===== src/rtl/timer_flag_pkg.sv =====
package timer_flag_pkg;
  localparam int NumSrc = 6;
  localparam int ByteW  = 8;

  localparam int SrcCmp8  = 0;
  localparam int SrcOvf8  = 1;
  localparam int SrcCap   = 2;
  localparam int SrcCmpB  = 3;
  localparam int SrcCmpA  = 4;
  localparam int SrcOvf16 = 5;

  typedef struct packed {
    logic [NumSrc-1:0] setVec;
    logic [NumSrc-1:0] clrVec;
  } flagStrobe_t;

  // bit position of each source inside the CPU-visible byte
  function automatic int flagPos(input int src);
    case (src)
      SrcCmp8:  return 0;
      SrcOvf8:  return 1;
      SrcCap:   return 3;
      SrcCmpB:  return 5;
      SrcCmpA:  return 6;
      default:  return 7;
    endcase
  endfunction
endpackage


===== src/rtl/timer_flag_ctrl.sv =====
module timer_flag_ctrl
  import timer_flag_pkg::*;
#(
  parameter int CntW = 16
) (
  input  logic              clk,
  input  logic              rstN,
  input  logic              tick,
  input  logic [CntW-1:0]   count,
  input  logic [CntW-1:0]   cmpA,
  input  logic [CntW-1:0]   cmpB,
  input  logic              captureEvt,
  input  logic              topReached,
  input  logic              capIsTop,
  input  logic              ovf16Evt,
  input  logic              ovf8Evt,
  input  logic              cmp8Evt,
  input  logic              wrEn,
  input  logic [ByteW-1:0]  wrData,
  input  logic [NumSrc-1:0] ack,
  output flagStrobe_t       strobe
);
  localparam int NumCmp = 2;

  logic [CntW-1:0]   cmpVal [NumCmp];
  logic [NumCmp-1:0] matchPend;

  assign cmpVal[0] = cmpA;
  assign cmpVal[1] = cmpB;

  // A match seen on one tick is held until the next tick, which raises the flag.
  // Forced-compare strobes are not part of this path.
  for (genvar c = 0; c < NumCmp; c++) begin : gCmp
    always_ff @(posedge clk) begin
      if (!rstN)     matchPend[c] <= 1'b0;
      else if (tick) matchPend[c] <= (count == cmpVal[c]);
    end
  end

  always_comb begin
    strobe.setVec           = '0;
    strobe.setVec[SrcCmp8]  = tick & cmp8Evt;
    strobe.setVec[SrcOvf8]  = tick & ovf8Evt;
    strobe.setVec[SrcCap]   = captureEvt | (tick & capIsTop & topReached);
    strobe.setVec[SrcCmpB]  = tick & matchPend[1];
    strobe.setVec[SrcCmpA]  = tick & matchPend[0];
    strobe.setVec[SrcOvf16] = tick & ovf16Evt;
  end

  for (genvar s = 0; s < NumSrc; s++) begin : gClr
    assign strobe.clrVec[s] = ack[s] | (wrEn & wrData[flagPos(s)]);
  end
endmodule


===== src/rtl/timer_flag_dp.sv =====
module timer_flag_dp
  import timer_flag_pkg::*;
(
  input  logic              clk,
  input  logic              rstN,
  input  flagStrobe_t       strobe,
  input  logic [NumSrc-1:0] irqEnable,
  output logic [ByteW-1:0]  flagsOut,
  output logic [NumSrc-1:0] irq
);
  logic [NumSrc-1:0] flagQ;

  for (genvar s = 0; s < NumSrc; s++) begin : gFlag
    // set has priority so a coinciding clear cannot drop an event
    always_ff @(posedge clk) begin
      if (!rstN)                  flagQ[s] <= 1'b0;
      else if (strobe.setVec[s])  flagQ[s] <= 1'b1;
      else if (strobe.clrVec[s])  flagQ[s] <= 1'b0;
    end
    assign irq[s] = flagQ[s] & irqEnable[s];
  end

  always_comb begin
    flagsOut = '0;
    for (int s = 0; s < NumSrc; s++) flagsOut[flagPos(s)] = flagQ[s];
  end
endmodule


===== src/rtl/timer_flag_reg.sv =====
module timer_flag_reg
  import timer_flag_pkg::*;
#(
  parameter int CntW = 16
) (
  input  logic              clk,
  input  logic              rstN,
  input  logic              tick,
  input  logic [CntW-1:0]   count,
  input  logic [CntW-1:0]   cmpA,
  input  logic [CntW-1:0]   cmpB,
  input  logic              forceA,
  input  logic              forceB,
  input  logic              captureEvt,
  input  logic              topReached,
  input  logic              capIsTop,
  input  logic              ovf16Evt,
  input  logic              ovf8Evt,
  input  logic              cmp8Evt,
  input  logic              wrEn,
  input  logic [ByteW-1:0]  wrData,
  input  logic [NumSrc-1:0] ack,
  input  logic [NumSrc-1:0] irqEnable,
  output logic [ByteW-1:0]  flagsOut,
  output logic [NumSrc-1:0] irq
);
  flagStrobe_t strobe;

  timer_flag_ctrl #(.CntW(CntW)) u_ctrl (
    .clk(clk), .rstN(rstN), .tick(tick), .count(count), .cmpA(cmpA), .cmpB(cmpB),
    .captureEvt(captureEvt), .topReached(topReached), .capIsTop(capIsTop),
    .ovf16Evt(ovf16Evt), .ovf8Evt(ovf8Evt), .cmp8Evt(cmp8Evt),
    .wrEn(wrEn), .wrData(wrData), .ack(ack), .strobe(strobe)
  );

  timer_flag_dp u_dp (
    .clk(clk), .rstN(rstN), .strobe(strobe), .irqEnable(irqEnable),
    .flagsOut(flagsOut), .irq(irq)
  );
endmodule


===== config.mk =====
export PLATFORM = sky130hd
export DESIGN_NAME = timer_flag_reg
export DESIGN_NICKNAME = d
export VERILOG_FILES = /design/src/rtl/timer_flag_pkg.sv /design/src/rtl/timer_flag_ctrl.sv /design/src/rtl/timer_flag_dp.sv /design/src/rtl/timer_flag_reg.sv
export SDC_FILE = /design/constraint.sdc
export NUM_CORES = 1
export LEC_CHECK = 0
export ABC_CLOCK_PERIOD_IN_PS = 800
export BUFFER_PORTS_ARGS = -buffer_cell sky130_fd_sc_hd__buf_2
export CORE_ASPECT_RATIO = 0.8
export CORE_MARGIN = 2
export CORE_UTILIZATION = 30
export DETAILED_ROUTE_END_ITERATION = 12
export PLACE_DENSITY = 0.78
export SYNTH_ARGS = -nofsm -noshare
export SYNTH_HDL_FRONTEND = slang
export SYNTH_HIERARCHICAL = 1
export SYNTH_SLANG_ARGS = --single-unit

===== constraint.sdc =====
create_clock -name clk -period 0.8 [get_ports clk]
set_input_delay 0.08 -clock clk [delete_from_list [all_inputs] [get_ports clk]]
set_output_delay 0.08 -clock clk [all_outputs]
set_load 0.005 [all_outputs]

==> flow_metrics.py <==
metrics = {
    "run_status": {
        "status": "complete, but fails checks",
        "violations": "setup timing",
    },
    "sta": {
        "skew_ns": 0.000734,
        "hold_ws_ns": 0.125,
        "rsz0062_at_grt": "true",
        "setup_ws_ns": -0.0940,
        "fmax_ghz": 1.12,
        "finalCritPeriodShare_pct": 112,
        "finalSetupTns_ns": -0.698,
        "setup_violations": 11,
        "period_needed_ns": 0.894,
        "maxSlewViolCount": 0,
        "hold_viol_final": 0,
    },
    "min_path": {
        "holdCritPathClass": "input pin to flip-flop",
        "whs_path_depth": 3,
        "hold-path-endpoint": "u_dp/flagsOut[3]",
        "holdCritStartpoint": "captureEvt",
    },
    "worst_setup_path": {
        "r2r_slack_ns": -0.01,
        "crit_fanout": 3,
        "cp.required_ns": 0.72,
        "max_stage_delay_ns": 0.33,
        "crit_chain": "and2_4, buf_6",
        "crit-reg2reg-launch": "u_dp/flagsOut[7]",
        "path_class": "flip-flop to primary output",
        "cp_slowest_cell": "dfxtp_2",
        "cp-start-kind": "flip-flop",
        "end_kind": "primary output",
        "reg2reg_to": "u_dp/flagsOut[7]",
        "r2r.worst_path.cells": 3,
        "arrival_ns": 0.81,
    },
    "layout": {
        "nets": 267,
        "fin_util_pct": 54.4,
        "antenna_cells": 0,
        "final_cell_area_um2": 1470,
        "fillCellCount": 285,
        "syn_to_final_growth_pct": 77.2,
        "layout-drive-gt1-share_pct": 64.9,
    },
    "synth": {
        "seq_area_frac_synth_pct": 19.3,
        "ys_ff_latch": 8,
        "synth_cell_types": 19,
        "syn_avg_cell_area_um2": 9.22,
        "netlist_instances": 90,
        "yosys_warnings": 6,
        "synth_area_um2": 830,
    },
    "detailed_routing": {
        "drtIter0Drc": 6,
        "wl_met3_um": 209,
        "met1Wirelength_um": 859,
        "postRouteAntennaNets": 0,
        "firstDrtPassIters": 2,
        "vias_per_cell": 4.30,
        "top_layer_used": "met4",
        "detail_route.wl_per_cell_um": 10.9,
        "routed_wirelength_mm": 2.44,
        "num_vias": 958,
        "drc_errors": 0,
        "wl_met2_mm": 1.35,
    },
    "cts": {
        "tritoncts": "built",
        "clk_latency_ns": 0.24,
        "clock-sinks": 8,
        "clkTransAtPathRegs_ns": 0.05,
        "cts-root-buf": "clkbuf_4",
        "numCtsBuffers": 3,
        "htreeDepth": 1,
        "clockBufferDepth": 2,
    },
    "power": {
        "vdd_drop_max_uv": 273,
        "cellLeakagePower_nw": 0.747,
        "cellPowerDensity_nw_per_um2": 853,
        "fin_total_pwr_w": 0.00125,
    },
    "die": {
        "die_area_um2": 3200,
        "initial_core_util_pct": 30.7,
        "die_h_um": 51.0,
        "core_um2": 2700,
        "io_pins": 94,
        "rows": 17,
        "dieWidth_um": 62.8,
    },
    "global_route": {
        "grt-ovfl-total": 0,
        "grtUsageTotal_pct": 15.9,
        "grt_pass1_wl_mm": 3.97,
        "grt_pass1_vias": 1005,
        "grt_max_degree": 10,
        "antenna_found_initial": 0,
    },
    "place": {
        "io_buffers": 87,
        "dp_hpwl_mm": 2.01,
        "place_area_um2": 1320,
        "routabilityCongestion": 0.643,
    },
    "flow_run": {
        "maxCapViolations": 0,
    },
}
flip-flops by register name (all words and copies together), names as in the netlist:
| signal | cells |
|---|---|
| u_dp/flagsOut | 6 |
| u_ctrl/matchPend | 2 |
kinds of logic after synthesis:
kind of cell,share of synthesized area (%)
other cells,0.452
flops,19.3
buf+inv,1.81
simple gates,31.5
compound gates,13.1
xor+xnor,33.8
cell usage in the layout, fill, tap and decap left out, drive strengths merged:
cell type,count
buf,93
xor2,30
and2,11
dfxtp,8
nor2b,7
a21o,6
o21a,6
nor4,6
clkbuf,3
xnor2,2
nand3,2
nor3,2
nand4,2
nand2,2
o21ai,2
conb,2
a31o,1
power breakdown:
group,switching [W],internal [W],total (W)
logic,0.000223,0.000309,0.000532
clock network,0.000131,0.000171,0.000302
registers,0.00000865,0.000413,0.000421
total,0.000362,0.000893,0.00125
cell type report:
class | count | area (um2) | area share [%]
repair buffers | 93 | 554 | 37.7
well taps | 38 | 47.5 | 3.23
multi-input cells | 81 | 678 | 46.1
flip-flops and latches | 8 | 168 | 11.4
clock buffers | 3 | 22.5 | 1.53
cell usage after synthesis, drive strengths merged:
cell,number,area [um2]
a21o,6,45.0
a31o,1,8.76
and2,11,76.3
buf,2,15.0
conb,1,3.75
dfxtp,8,160
nand2,2,7.51
nand3,2,10.0
nand4,2,12.5
nor2b,7,88.8
nor3,2,10.0
nor4,6,56.3
o21a,6,45.0
o21ai,2,10.0
xnor2,2,17.5
xor2,30,263
worst max path at each step:
stage,from,end,slack [ns],cells after the start
final,u_dp/flagsOut[0],irq[0],-0.09,2
after floorplan,count[0],u_ctrl/matchPend[1],0.05,4
after CTS,u_dp/flagsOut[0],irq[0],-0.09,2
after global routing,u_dp/flagsOut[0],irq[0],-0.13,2
after detailed placement,cmpA[11],u_ctrl/matchPend[0],-0.26,5
after global placement,count[4],u_ctrl/matchPend[0],-0.25,5
metal layers:
layer / GRT usage [%] / vias to the layer above
met5: 0 / -
met4: 5.56 / 0
met3: 2.86 / 2
met2: 34.1 / 53
met1: 15.1 / 408
li1: - / 495
metrics by stage:
step / setup slack, ns / instances
finish: -0.0940 / 223
global route: -0.135 / 223
CTS: -0.0880 / 223
detailed placement: -0.259 / 217
global placement: -0.245 / 217
floorplan: 0.0469 / 91
worst max-delay path, delay by kind of cell, from the launching register on:
family / cells / cell delay, ns
buffers and inverters: 1 / 0.11
and+or+nand+nor: 1 / 0.14
DFF: 1 / 0.33
timing repair:
action | in CTS | in global routing
setup endpoints to repair | 8 | 14
setup buffers | 3 | 0
hold buffers | 0 | 0
gates resized for setup | 23 | 4
Note: power is estimated with default switching activity, not from simulation.
